`src/rtl/spec_label_guard_pkg.sv`:
```
package spec_label_guard_pkg;

  localparam int unsigned CLASS_W = 2;

  typedef enum logic [CLASS_W-1:0] {
    CLS_OTHER  = 2'b00,
    CLS_BRANCH = 2'b01,
    CLS_MARKER = 2'b10,
    CLS_RSVD   = 2'b11
  } insn_class_e;

  typedef enum logic {
    ST_IDLE = 1'b0,
    ST_WAIT = 1'b1
  } guard_state_e;

  typedef struct packed {
    logic is_branch;
    logic is_marker;
    logic is_other;
  } insn_kind_t;

endpackage

```
`src/rtl/spec_label_guard_classify.sv`:
```
module spec_label_guard_classify
  import spec_label_guard_pkg::*;
(
  input  logic               valid_i,
  input  logic               flush_i,
  input  logic [CLASS_W-1:0] class_i,
  output insn_kind_t         kind_o
);

  logic accept;

  always_comb begin
    accept = valid_i & ~flush_i;
    kind_o = '0;
    if (accept) begin
      unique case (class_i)
        CLS_BRANCH: kind_o.is_branch = 1'b1;
        CLS_MARKER: kind_o.is_marker = 1'b1;
        default:    kind_o.is_other  = 1'b1;
      endcase
    end
  end

endmodule

```
`src/rtl/spec_label_guard_store.sv`:
```
module spec_label_guard_store #(
  parameter int unsigned LABEL_W = 32
) (
  input  logic               clk,
  input  logic               rst_n,
  input  logic               load_en,
  input  logic [LABEL_W-1:0] label_i,
  input  logic [LABEL_W-1:0] cmp_label_i,
  output logic               match_o
);

  logic [LABEL_W-1:0] label_q;
  logic [LABEL_W-1:0] label_d;
  logic [LABEL_W-1:0] diff;

  always_comb begin
    label_d = label_q;
    if (load_en) label_d = label_i;
  end

  always_ff @(posedge clk or negedge rst_n) begin
    if (!rst_n) label_q <= '0;
    else        label_q <= label_d;
  end

  // The compare is built bit by bit and then reduced, over the full width.
  for (genvar b = 0; b < LABEL_W; b++) begin : g_bit
    assign diff[b] = label_q[b] ^ cmp_label_i[b];
  end

  assign match_o = ~|diff;

endmodule

```
`src/rtl/spec_label_guard_fsm.sv`:
```
module spec_label_guard_fsm
  import spec_label_guard_pkg::*;
(
  input  logic       clk,
  input  logic       rst_n,
  input  logic       flush_i,
  input  insn_kind_t kind_i,
  input  logic       match_i,
  output logic       load_o,
  output logic       armed_o,
  output logic       fence_o,
  output logic       pass_o
);

  guard_state_e state_q, state_d;
  logic         fence_d, pass_d;
  logic         fence_q, pass_q;

  always_comb begin
    state_d = state_q;
    fence_d = 1'b0;
    pass_d  = 1'b0;
    load_o  = 1'b0;
    if (flush_i) begin
      state_d = ST_IDLE;
    end else begin
      unique case (state_q)
        ST_IDLE: begin
          if (kind_i.is_branch) begin
            load_o  = 1'b1;
            state_d = ST_WAIT;
          end
        end
        ST_WAIT: begin
          if (kind_i.is_branch) begin
            fence_d = 1'b1;
            load_o  = 1'b1;
            state_d = ST_WAIT;
          end else if (kind_i.is_marker) begin
            fence_d = ~match_i;
            pass_d  = match_i;
            state_d = ST_IDLE;
          end else if (kind_i.is_other) begin
            fence_d = 1'b1;
            state_d = ST_IDLE;
          end
        end
        default: state_d = ST_IDLE;
      endcase
    end
  end

  always_ff @(posedge clk or negedge rst_n) begin
    if (!rst_n) begin
      state_q <= ST_IDLE;
      fence_q <= 1'b0;
      pass_q  <= 1'b0;
    end else begin
      state_q <= state_d;
      fence_q <= fence_d;
      pass_q  <= pass_d;
    end
  end

  assign armed_o = (state_q == ST_WAIT);
  assign fence_o = fence_q;
  assign pass_o  = pass_q;

endmodule

```
`src/rtl/spec_label_guard.sv`:
```
module spec_label_guard
  import spec_label_guard_pkg::*;
#(
  parameter int unsigned LABEL_W = 32
) (
  input  logic               clk,
  input  logic               rst_n,
  input  logic               flush,
  input  logic               dec_valid,
  input  logic [CLASS_W-1:0] dec_class,
  input  logic [LABEL_W-1:0] dec_label,
  output logic               fence_req,
  output logic               check_ok
);

  insn_kind_t kind;
  logic       load_en;
  logic       label_match;
  logic       armed;

  spec_label_guard_classify u_classify (
    .valid_i (dec_valid),
    .flush_i (flush),
    .class_i (dec_class),
    .kind_o  (kind)
  );

  spec_label_guard_store #(.LABEL_W(LABEL_W)) u_store (
    .clk         (clk),
    .rst_n       (rst_n),
    .load_en     (load_en),
    .label_i     (dec_label),
    .cmp_label_i (dec_label),
    .match_o     (label_match)
  );

  spec_label_guard_fsm u_fsm (
    .clk     (clk),
    .rst_n   (rst_n),
    .flush_i (flush),
    .kind_i  (kind),
    .match_i (label_match),
    .load_o  (load_en),
    .armed_o (armed),
    .fence_o (fence_req),
    .pass_o  (check_ok)
  );

endmodule

```
`config.mk`:
```
export PLATFORM = sky130hd
export DESIGN_NAME = spec_label_guard
export DESIGN_NICKNAME = d
export VERILOG_FILES = /design/src/rtl/spec_label_guard_pkg.sv /design/src/rtl/spec_label_guard_classify.sv /design/src/rtl/spec_label_guard_store.sv /design/src/rtl/spec_label_guard_fsm.sv /design/src/rtl/spec_label_guard.sv
export SDC_FILE = /design/constraint.sdc
export NUM_CORES = 1
export LEC_CHECK = 0
export BUFFER_PORTS_ARGS = -buffer_cell sky130_fd_sc_hd__buf_2
export CORE_ASPECT_RATIO = 1.2
export CORE_MARGIN = 2
export CORE_UTILIZATION = 57
export DETAILED_ROUTE_END_ITERATION = 10
export MAX_ROUTING_LAYER = met4
export PLACE_DENSITY = 0.9
export RECOVER_POWER = 50
export SLEW_MARGIN = 20
export SYNTH_ARGS = -nofsm -noshare
export SYNTH_HDL_FRONTEND = slang
export SYNTH_SLANG_ARGS = --single-unit
```
`constraint.sdc`:
```
create_clock -name clk -period 2.9 [get_ports clk]
set_input_delay 0.725 -clock clk [delete_from_list [all_inputs] [get_ports clk]]
set_output_delay 0.725 -clock clk [all_outputs]
set_load 0.02 [all_outputs]
```
==> flow_summary.yaml <==
hold_path:
  hold_end: "u_store.label_q[13]"
  hold_path.class: "reg -> reg"
  hold_path_depth: 1
  hp-start: "u_store.label_q[13]"
cts:
  cts_tree: "built"
  postCtsSetupRepairBufs: 0
  path_clk_slew_ns: 0.10
  cts-root-buf: "clkbuf_4"
  post_cts_resized: 0
  cts_made_buffers: 5
  htreeDepth: 2
  cts_hold_buf: 0
  clock_latency_ns: 0.35
  clockBufferDepth: 2
  cts_sinks: 35
detailed_routing:
  drcViolationCount: 0
  wl_per_cell_um: 14.90
  routed_wl_um: 3054
  drtAntennaViolNets: 0
  vias: 1110
  vias_per_cell: 5.415
  first_pass_iters: 2
  drtIter0Drc: 15
setup_path:
  critPathBufInv: 1
  crit_family: "buffers and inverters"
  worstPathCellList: "clkbuf_1"
  criticalPathCategory: "in -> async"
  worstSetupStartpointType: "input port"
  worst-r2r-cell-count: 5
  cp_max_fo: 35
  r2r_slack_ns: 1.24
  slowest_delay_ns: 1.29
  reg2reg_to: "u_fsm.fence_o"
  cp_slowest_cell: "clkbuf_1"
  reg2reg_from: "u_store.label_q[24]"
  crit_path_end_kind: "asynchronous set/reset pin"
  cp.arrival_ns: 2.03
  required_ns: 3.02
timing:
  maxSlewViolCount: 36
  setup_tns_ns: 0
  fin_crit_ns: 1.911
  fmax_ghz: 0.5232
  period_share_pct: 65.91
  hold_violations: 0
  postLayoutSetupSlackWorst_ns: 0.9887
  hold_slack_ns: 0.5363
  tightest_slew_ns: 1.832
  finalClockSkew_ns: 0.01068
  rsz0062_at_grt: "false"
  setup_viol: 0
  max_slew_margin_pct: -22.11
die:
  core_area_um2: 2811
  fp-row-count: 21
  initial_core_util_pct: 60.35
  pin_count: 40
  dieArea_um2: 3431
  die_h_um: 63.77
  die_w_um: 53.81
outcome:
  violations: "capacitance limit, slew limit"
  run_status: "finished, violations left"
power_and_ir_drop:
  pwr-share-clk_pct: 21.7
  power.leakage_nw: 0.8859
  p_per_area_nw_per_um2: 596.0
  vdd_drop_max_mv: 0.4491
  power_frac_seq_pct: 55.3
  internal_power_mw: 0.8532
  switching_share_pct: 27.81
  pwr-share-comb_pct: 23.1
  switching_power_mw: 0.3287
synthesis:
  synthSimpleGateAreaFrac_pct: 7.227
  synth_compound_area_share_pct: 0
  synth_cell_types: 19
  ys_seq_elements: 35
  netlist_area_um2: 1697
  syn_avg_cell_area_um2: 13.57
  synth-xor-area-share_pct: 16.52
  synth_cells: 125
  synth_top_family_by_area: "multiplexers"
  synthAdderAreaFrac_pct: 1.475
  synthMuxAreaShare_pct: 21.83
  yosys_warnings: 0
  ys_seq_area_share_pct: 51.62
  synth_fp_nets: 165
cells_and_area:
  fin_nets: 210
  area_growth_syn_to_layout_pct: 16.89
  antenna_cells: 0
  layout-drive-gt1-share_pct: 46.78
global_route:
  grt_overflow: 0
  grt_use_total_pct: 21.93
  grt_max_degree: 36
  grt_pass1_vias: 1150
  grt_antenna_before_repair: 0
  grt_use_met1_pct: 22.12
  use_met3_pct: 8.879
  use_met2_pct: 35.98
  grt_pass1_wl_um: 5043
  grt-busiest-layer: "met2"
placement:
  io_buffers: 39
  pre_cts_ws_ns: 0.7195
  place.gp.congestion: 0.7157
  dp_hpwl_um: 2278
run:
  cap_violations: 1
[kinds of logic (layout without fill, tap and decap cells)]
| family | count (synthesis) | count (layout) |
|---|---|---|
| flops | 35 | 35 |
| mux | 33 | 33 |
| xor+xnor | 32 | 32 |
| simple gates | 18 | 18 |
| buf+inv | 5 | 51 |
| fa+ha+maj | 2 | 2 |
[final cells by class]
type | count | area (um2)
clock buffers | 7 | 45.04
clock inverters | 1 | 5.005
fillers | 206 | 828.3
inverters | 2 | 7.507
multi-input cells | 85 | 798.3
flip-flops and latches | 35 | 875.8
well taps | 34 | 42.54
repair buffers | 41 | 209.0
[sequential cells by signal (all words and copies together) (netlist names)]
name             cells
u_store.label_q     32
u_fsm.pass_o         1
u_fsm.fence_o        1
u_fsm.armed_o        1
[synthesized netlist by cell type]
library cell	count	area (um2)
nand2_1	1	3.750
dfrtp_1	35	875.8
and4_1	1	8.760
nor3b_2	1	12.51
nor4_1	1	6.260
nor2_1	1	3.750
ha_1	2	25.02
inv_1	2	7.510
nor3_1	2	10.01
mux2i_1	1	10.01
xor2_1	4	35.03
and4b_1	1	10.01
buf_2	3	15.01
nand4_1	7	43.79
mux2_2	32	360.4
nand3_1	1	5.000
nor2b_1	1	6.260
xnor2_1	28	245.2
nor4_2	1	12.51
[per-stage QoR]
stage	power, mW	cells	utilization, %	area (um2)
finish	1.182	205	70.54	1983
global route	1.252	205	70.54	1983
CTS	1.196	205	70.58	1984
detailed placement	0.9371	197	68.80	1934
global placement	0.9120	197	68.80	1934
floorplan	0.8484	125	-	1697
[worst max path at each step]
stage	to	depth (start not counted)	slack [ns]	startpoint
floorplan	u_store.label_q[0]	5	1.15	dec_class[1]
global placement	u_store.label_q[16]	5	0.80	dec_class[0]
detailed placement	u_store.label_q[22]	6	0.72	dec_class[1]
CTS	u_store.label_q[9]	5	1.08	dec_class[0]
global route	u_store.label_q[11]	1	0.61	rst_n
finish	u_store.label_q[3]	1	0.99	rst_n
[routing by layer]
layer | up-vias | share of wire (%)
met5 | - | 0
met4 | 0 | 2.1
met3 | 9 | 6.5
met2 | 25 | 54
met1 | 544 | 38
li1 | 532 | -
[placed cells by master, fill, tap and decap left out, drive strengths merged]
cell type / n
and4: 1
and4b: 1
buf: 40
clkbuf: 8
clkinv: 1
dfrtp: 35
ha: 2
inv: 2
mux2: 32
mux2i: 1
nand2: 1
nand3: 1
nand4: 7
nor2: 1
nor2b: 1
nor3: 2
nor3b: 1
nor4: 2
xnor2: 28
xor2: 4
[power groups by stage]
stage / Clock (mW) / Combinational, mW / Sequential, mW
2_1_floorplan: 0 / 0.201 / 0.647
3_3_place_gp: 0 / 0.258 / 0.654
3_5_place_dp: 0 / 0.274 / 0.663
4_1_cts: 0.266 / 0.277 / 0.653
5_1_grt: 0.285 / 0.302 / 0.665
6_report: 0.256 / 0.273 / 0.653
Power figures use the tool's default switching activity.
